### src/rtl/serial_rx_fifo.sv
module serial_rx_fifo #(
  parameter int HOLD_DEPTH = 3,
  parameter int OVS        = 16,
  parameter int MAX_BITS   = 8
) (
  input  logic                clk,
  input  logic                rst_n,
  input  logic                sample_en,
  input  logic                rxd,
  input  logic [1:0]          char_len,
  input  logic [1:0]          par_mode,
  input  logic                par_force,
  input  logic                wake_en,
  input  logic                flow_en,
  input  logic                rd_en,
  input  logic                clr_ovr,
  output logic [MAX_BITS-1:0] rd_data,
  output logic                rd_par_err,
  output logic                rd_frm_err,
  output logic                rd_brk,
  output logic                rd_addr,
  output logic                rdy,
  output logic                full,
  output logic                ovr,
  output logic                rts_n
);

  localparam int PW = (HOLD_DEPTH > 1) ? $clog2(HOLD_DEPTH) : 1;
  localparam int NW = $clog2(HOLD_DEPTH + 1);
  localparam int CW = $clog2(OVS);
  localparam int BW = $clog2(MAX_BITS);
  localparam int EW = MAX_BITS + 4;
  localparam logic [CW-1:0] T_MID = CW'(OVS / 2 - 1);
  localparam logic [CW-1:0] T_END = CW'(OVS - 1);
  localparam logic [PW-1:0] P_LAST = PW'(HOLD_DEPTH - 1);
  localparam logic [NW-1:0] N_FULL = NW'(HOLD_DEPTH);

  typedef enum logic [2:0] {S_IDLE, S_START, S_DATA, S_EXTRA, S_STOP, S_BRKW} rx_st_t;

  rx_st_t               st;
  logic [CW-1:0]        tcnt;
  logic [BW-1:0]        bitn;
  logic [MAX_BITS-1:0]  shreg;
  logic                 xbit;

  logic                 has_x, par_err, stop_smp, brk_now, push, pop;
  logic [BW-1:0]        last_bit;
  logic [EW-1:0]        new_e;

  logic [EW-1:0]        mem [HOLD_DEPTH];
  logic [PW-1:0]        wp, rp;
  logic [NW-1:0]        cnt;
  logic [EW-1:0]        stg;
  logic                 stg_vld;
  logic                 wr_mem, to_stg, ovr_set;
  logic [EW-1:0]        wr_val;

  assign has_x    = wake_en | (par_mode != 2'b11);
  assign last_bit = BW'(char_len) + BW'(4);
  assign stop_smp = sample_en && (st == S_STOP) && (tcnt == T_END);
  assign brk_now  = !rxd && (shreg == '0) && !(has_x && xbit);
  assign push     = stop_smp;

  always_comb begin
    par_err = 1'b0;
    if (!wake_en) begin
      case (par_mode)
        2'b00:   par_err = (^shreg) ^ xbit;
        2'b01:   par_err = ~((^shreg) ^ xbit);
        2'b10:   par_err = xbit ^ par_force;
        default: par_err = 1'b0;
      endcase
    end
  end

  assign new_e = {brk_now, wake_en & xbit, ~rxd, par_err & ~brk_now, shreg};

  always_ff @(posedge clk or negedge rst_n) begin
    if (!rst_n) begin
      st    <= S_IDLE;
      tcnt  <= '0;
      bitn  <= '0;
      shreg <= '0;
      xbit  <= 1'b0;
    end else if (sample_en) begin
      case (st)
        S_IDLE: if (!rxd) begin
          st   <= S_START;
          tcnt <= '0;
        end
        S_START: if (tcnt == T_MID) begin
          tcnt  <= '0;
          bitn  <= '0;
          shreg <= '0;
          xbit  <= 1'b0;
          st    <= rxd ? S_IDLE : S_DATA;
        end else tcnt <= tcnt + 1'b1;
        S_DATA: if (tcnt == T_END) begin
          tcnt        <= '0;
          shreg[bitn] <= rxd;
          if (bitn == last_bit) st <= has_x ? S_EXTRA : S_STOP;
          else                  bitn <= bitn + 1'b1;
        end else tcnt <= tcnt + 1'b1;
        S_EXTRA: if (tcnt == T_END) begin
          tcnt <= '0;
          xbit <= rxd;
          st   <= S_STOP;
        end else tcnt <= tcnt + 1'b1;
        S_STOP: if (tcnt == T_END) begin
          tcnt <= '0;
          st   <= brk_now ? S_BRKW : S_IDLE;
        end else tcnt <= tcnt + 1'b1;
        S_BRKW: if (rxd) st <= S_IDLE;
        default: st <= S_IDLE;
      endcase
    end
  end

  function automatic logic [PW-1:0] nxt(input logic [PW-1:0] p);
    return (p == P_LAST) ? '0 : p + 1'b1;
  endfunction

  assign pop     = rd_en && (cnt != '0);
  assign wr_mem  = stg_vld ? pop : (push && (pop || cnt != N_FULL));
  assign wr_val  = stg_vld ? stg : new_e;
  assign to_stg  = push && (stg_vld ? pop : (!pop && cnt == N_FULL));
  assign ovr_set = push && stg_vld && !pop;

  always_ff @(posedge clk) begin
    if (wr_mem) mem[wp] <= wr_val;
  end

  always_ff @(posedge clk or negedge rst_n) begin
    if (!rst_n) begin
      wp      <= '0;
      rp      <= '0;
      cnt     <= '0;
      stg     <= '0;
      stg_vld <= 1'b0;
      ovr     <= 1'b0;
    end else begin
      if (wr_mem) wp <= nxt(wp);
      if (pop)    rp <= nxt(rp);
      cnt <= cnt + NW'(wr_mem) - NW'(pop);
      if (to_stg) begin
        stg     <= new_e;
        stg_vld <= 1'b1;
      end else if (stg_vld && pop) begin
        stg_vld <= 1'b0;
      end
      ovr <= ovr_set | (ovr & ~clr_ovr);
    end
  end

  assign {rd_brk, rd_addr, rd_frm_err, rd_par_err, rd_data} = mem[rp];
  assign rdy   = (cnt != '0);
  assign full  = (cnt == N_FULL);
  assign rts_n = flow_en & full;

endmodule

### config.mk
export PLATFORM = sky130hd
export DESIGN_NAME = serial_rx_fifo
export DESIGN_NICKNAME = d
export VERILOG_FILES = /design/src/rtl/serial_rx_fifo.sv
export SDC_FILE = /design/constraint.sdc
export NUM_CORES = 1
export LEC_CHECK = 0
export ABC_AREA = 1
export CAP_MARGIN = 20
export CORE_MARGIN = 5
export CORE_UTILIZATION = 30
export DETAILED_ROUTE_END_ITERATION = 6
export DONT_BUFFER_PORTS = 1
export RECOVER_POWER = 50
export SETUP_SLACK_MARGIN = 0.5
export SYNTH_ARGS = -nofsm -noshare
export SYNTH_HDL_FRONTEND = slang
export SYNTH_SLANG_ARGS = --single-unit
### constraint.sdc
create_clock -name clk -period 2.6 [get_ports clk]
set_clock_uncertainty 0.2 [all_clocks]
set_input_delay 0.39 -clock clk [delete_from_list [all_inputs] [get_ports clk]]
set_output_delay 0.39 -clock clk [all_outputs]
set_load 0.03 [all_outputs]
==> results.cfg, run 1 <==
[floorplanning]
start_util_pct = 30.8
die_area_mm2 = 0.0148
num_rows = 40
core_area_mm2 = 0.0121
die_w_um = 122
io_pins = 29
fp.dieH_um = 122

[setup_path]
startpoint = tcnt[0]
reg2reg_setup_slack_ns = 0.41
critPathSlowestCell = dfrtp_1
slowest_delay_ns = 0.39
crit_fanout = 3
cpMostUsedCell = buf_4
reg2regPathDepth = 12
arrival_ns = 2.22
critPathLaunchType = register
path_cells = ha_2, nand2_2, buf_4, buf_4, buf_4, nor2_4, buf_4, o21ai_0, nor2_2, buf_4, nand3_1, nand2_1
crit-reg2reg-launch = tcnt[0]
crit_required_ns = 2.63
crit_type = reg2reg
cp-endpoint = st[0]
worstReg2RegEnd = st[0]
worstSetupEndpointType = register

[sta]
worst_slew_pin_slew_ns = 1.02
max_freq_mhz = 456
slew_headroom_pct = 32.0
slew_violations = 0
hold_viol_final = 0
rsz0062_at_grt = true
setup_viol = 0
post-route-period-util_pct = 84.3
setup_tns_ns = 0
min_period_ns = 2.19

[place]
placed_cells = 578
place_congestion = 0.754
hpwl_um = 5400
io_buffer_count = 0

[yosys]
yosys.area.top_type = edfxtp_1
synthXorXnorAreaFrac_pct = 0.939
ys_seq_area_share_pct = 55.1
ys_types = 32
synth_fa_ha_area_share_pct = 2.68
synth_cells = 416
synth_top_family_by_area = simple AND/OR/NAND/NOR gates
syn_avg_cell_area_um2 = 8.97
synth.mux.area_fraction_pct = 0
synth_top_area_share_pct = 29.0
ys_ff_latch = 75
synthSimpleGateAreaFrac_pct = 24.0
synth_area_mm2 = 0.00373
synth_top_cells_by_area = edfxtp_1, dfrtp_1, nand2_1
syn-num-nets = 437
synth_compound_area_share_pct = 10.2
ys.warnings.count = 0

[detailed_routing]
totalWireLength_um = 8000
drt-wirelength-per-cell_um = 12.9
drt_iter0_drc = 170
num_vias = 2804
first_pass_iters = 4
drtAntennaViolNets = 0
drc = 0
vias_per_cell = 4.53

[global_route]
overflow = 0
grt_pass1_wl_um = 13100
grt_use_total_pct = 11.2
antenna_found_initial = 0
grt_max_degree = 40
grt_pass1_vias = 2822

[layout]
drive_gt1_share_pct = 23.3
num_antenna_cells = 0
syn2layout_area_growth_pct = 22.7
nets = 467
instances_no_fill = 619
final_cell_mix = nand2_1, inv_1, o21ai_0, dfrtp_1, edfxtp_1
num-fill-cells = 1230
final_core_util_pct = 37.8
mostFrequentLayoutCell = nand2_1

[clock_tree]
clk_latency_ns = 0.34
cts-root-buf = clkbuf_16
cts_max_path_buffers = 2
cts_tree = built
h-tree-depth = 3
cts_buffers = 9
clk_pin_slew_ns = 0.06
cts.sinks = 75

[power_and_ir_drop]
vdd_drop_max_uv = 396
power_leakage_nw = 1.98
power_mw = 4.19
power_density_mw_per_mm2 = 915

[job]
drv_cap = 0

[hold_path]
min-delay-path-class = in2reg

[run_status]
status = finished clean
[metrics by stage]
stage	hold slack (ns)	instance area, um2	setup slack [ns]
floorplan	-0.106	3790	0.398
global placement	-0.103	3980	0.311
detailed placement	-0.103	3980	0.247
CTS	0.0241	4490	0.453
global route	0.0333	4580	0.233
finish	0.0256	4580	0.409
[critical path, delay by kind of cell (launching register included)]
kind	cells	cell delay, ns
AND/OR/NAND/NOR	5	0.33
buffers and inverters	5	0.58
flip-flops	1	0.39
adder cells (fa/ha/maj)	1	0.20
AO/OA/AOI/OAI	1	0.39
[cell usage after synthesis, drive strengths merged]
master	count
nor3	11
and2	1
nand3b	1
dfrtp	39
a21oi	4
edfxtp	36
o21ai	59
clkbuf	6
ha	8
nand2	127
o21a	1
xor2	3
buf	5
nand3	32
or2	1
o31ai	1
a31oi	1
nor2	23
xnor2	1
inv	53
nand4	3
[final cells by class]
type                    count  area [um2]  area share, %
repair inverters            2        15.0          0.328
inverters                  53         206           4.51
multi-input cells         278        1580           34.5
well taps                 168         210           4.59
clock buffers               9         225           4.92
flip-flops and latches     75        2060           45.0
clock inverters             7        65.1           1.42
repair buffers             27         219           4.78
[power by group]
| group | total, mW | internal (mW) | switching (mW) |
|---|---|---|---|
| clock network | 1.22 | 0.672 | 0.546 |
| logic | 1.50 | 0.465 | 1.03 |
| registers | 1.48 | 1.37 | 0.111 |
| total | 4.19 | 2.51 | 1.69 |
[what timing repair did]
item / in CTS / in global routing
gates resized for setup: 20 / 21
endpoints found under the hold margin: 41 / 0
setup endpoints to repair: 50 / 56
pin swaps: 7 / 1
buffers inserted: 12 / 5
gates cloned: 0 / 4
hold buffers: 4 / 0
[flip-flops by register name, indices dropped and copies added (netlist names), 3 cells and up]
name   cells
stg       12
mem       36
bitn       3
shreg      8
st         3
tcnt       4
[cell families after synthesis]
group | Yosys count
xor gates and xnor gates | 4
DFF | 75
AOI/OAI and AO/OA | 66
and+or+nand+nor | 199
buffers and inverters | 64
adders and majority gates | 8
[per-layer routing]
| layer | up-vias | GRT usage, % | part of all wire, % |
|---|---|---|---|
| li1 | 1422 | - | - |
| met1 | 1336 | 13.5 | 45 |
| met2 | 39 | 18.5 | 48 |
| met3 | 7 | 4.13 | 5.6 |
| met4 | 0 | 3.50 | 1.0 |
| met5 | - | 0 | 0 |
[how the worst min path moves through the flow]
stage	start	end	cells after the start
floorplan	rst_n	bitn[0]	0
global placement	rst_n	bitn[0]	0
detailed placement	rst_n	shreg[7]	0
CTS	wake_en	stg[10]	2
global route	wake_en	stg[10]	2
finish	wake_en	stg[10]	2
(Power assumes the default switching activity.)
==> inputs of run 2 (changes only) <==
==> constraint.sdc (replaced) <==
create_clock -name clk -period 2.2 [get_ports clk]
set_clock_uncertainty 0.2 [all_clocks]
set_input_delay 0.33 -clock clk [delete_from_list [all_inputs] [get_ports clk]]
set_output_delay 0.33 -clock clk [all_outputs]
set_load 0.03 [all_outputs]
==> run 2 against run 1 <==
Final cell count increased by 6.5%. Clock power up 19%. Hold slack improved by 0.027 ns. Highest routed layer unchanged. Setup slack got worse by 0.27 ns. First-iteration DRC count is 37% lower. Routed wire length grew 12%. Sequential cell count stayed put. Global-route usage grew 1.8 points. Register-to-register slack lost 0.27 ns. Critical endpoint is now shreg[1]. Critical path type unchanged. Maximum frequency is 6.1% higher. Largest power group unchanged. Die area unchanged.
==> results.cfg, run 2 (same netlist as run 1, synthesis figures left out) <==
[setup_path]
crit_required_ns = 2.27
crit_type = reg2reg
startpoint = tcnt[0]
crit_fanout = 8
crit_family = simple AND/OR/NAND/NOR gates
path_cells = ha_4, nand2_4, buf_6, buf_6, buf_6, nor2_4, nor2_4, nor2_4, and2_4, nand3_4, o21ai_2
critPathLaunchType = register
arrival_ns = 2.13
slowest_delay_ns = 0.40
reg2regPathDepth = 11
reg2reg_setup_slack_ns = 0.13
path_buf_inv = 3
critPathSlowestCell = dfrtp_1
worstReg2RegEnd = shreg[1]
worstSetupEndpointType = register
crit-reg2reg-launch = tcnt[0]

[layout]
mostFrequentLayoutCell = nand2_1
nets = 507
syn2layout_area_growth_pct = 42.4
fin_area_mm2 = 0.00532
final_core_util_pct = 43.9
drive_gt1_share_pct = 39.7
num_antenna_cells = 0
final_cell_mix = nand2_1, buf_4, dfrtp_1, edfxtp_1, o21ai_0
reg_top3 = mem: 36 flops, stg: 12 flops, shreg: 8 flops
regMostFlops = mem
instances_no_fill = 659
largest_reg_flops = 36

[clock_tree]
cts-root-buf = clkbuf_16
cts_max_path_buffers = 2
cts_buffers = 9
cts.sinks = 75
h-tree-depth = 3
cts_tree = built
clk_pin_slew_ns = 0.06
clk_latency_ns = 0.34

[sta]
holdWs_ns = 0.0524
slew_violations = 0
min_period_ns = 2.07
worst_slew_pin_slew_ns = 1.00
hold_viol_final = 0
setup_tns_ns = 0
setup_slack_ns = 0.135
post-route-period-util_pct = 93.9
slew_headroom_pct = 33.1
max_freq_mhz = 484
rsz0062_at_grt = true
setup_viol = 0

[job]
drv_cap = 0

[place]
hpwl_um = 5520
dp_slack_ns = -0.00303
placed_cells = 587
place_congestion = 0.774
io_buffer_count = 0
placed_cell_area_mm2 = 0.00410

[power_and_ir_drop]
vdd_drop_max_uv = 661
power_leakage_nw = 2.33
power_density_mw_per_mm2 = 1090
power_mw = 5.78

[global_route]
grt_use_total_pct = 12.9
antenna_found_initial = 0
grt_pass1_vias = 2996
grt_pass1_wl_um = 14900
grt_max_degree = 40
overflow = 0

[floorplanning]
fp.dieH_um = 122
num_rows = 40
io_pins = 29
die_area_mm2 = 0.0148
core_area_mm2 = 0.0121
die_w_um = 122
start_util_pct = 30.8

[detailed_routing]
drt-wirelength-per-cell_um = 13.6
num_vias = 2995
drt_iter0_drc = 107
drtAntennaViolNets = 0
drc = 0
first_pass_iters = 6
totalWireLength_um = 8970
vias_per_cell = 4.54

[hold_path]
min-delay-path-class = in2reg
holdPathStages = 3
min_from = rxd
holdPathEnd = stg[11]

[run_status]
status = finished clean
-- run 2: worst max-delay path by stage --
stage / depth (start not counted) / end / slack, ns
3_5_place_dp: 13 / cnt[1] / -0.003
6_report: 11 / shreg[1] / 0.13
5_1_grt: 11 / shreg[1] / 0.02
3_3_place_gp: 13 / cnt[1] / 0.06
2_1_floorplan: 13 / cnt[1] / -0.002
4_1_cts: 13 / cnt[1] / 0.13
-- run 2: cell type report --
class / count / area, um2
fillers: 1157 / 6800
flip-flops and latches: 75 / 2060
multi-input cells: 278 / 1950
repair buffers: 67 / 577
clock buffers: 10 / 229
inverters: 53 / 214
well taps: 168 / 210
clock inverters: 6 / 66.3
repair inverters: 2 / 15.0
-- run 2: routing by layer --
layer  track usage, %  part of all wire (%)  wire (um)  up-vias
li1                 -                     -          -     1515
met2             21.1                    48       4310       41
met3             4.04                   4.4        392        9
met5                0                     0          0        -
met1             16.5                    46       4150     1430
met4             3.85                   1.3        116        0
-- run 2: where the power goes --
group	switching [mW]	leakage, nW	internal (mW)
Sequential	0.138	0.858	1.61
Combinational	1.56	1.33	1.02
Clock	0.572	0.137	0.879
Total	2.27	2.33	3.51
-- run 2: timing repair --
action                     4_1_cts  5_1_grt
gates resized for setup        102       27
gates cloned                     5        0
setup buffers                   34       12
hold buffers                     5        0
hold endpoints to repair        45        0
pin swaps                       34       19
setup endpoints to repair       89       92
-- run 2: worst register-to-register path: cells and delay by family, from the launching register on --
kind / cells / cell delay [ns]
buffers and inverters: 3 / 0.31
adder cells (fa/ha/maj): 1 / 0.16
AO/OA/AOI/OAI: 1 / 0.18
AND/OR/NAND/NOR: 6 / 0.74
flip-flops: 1 / 0.40
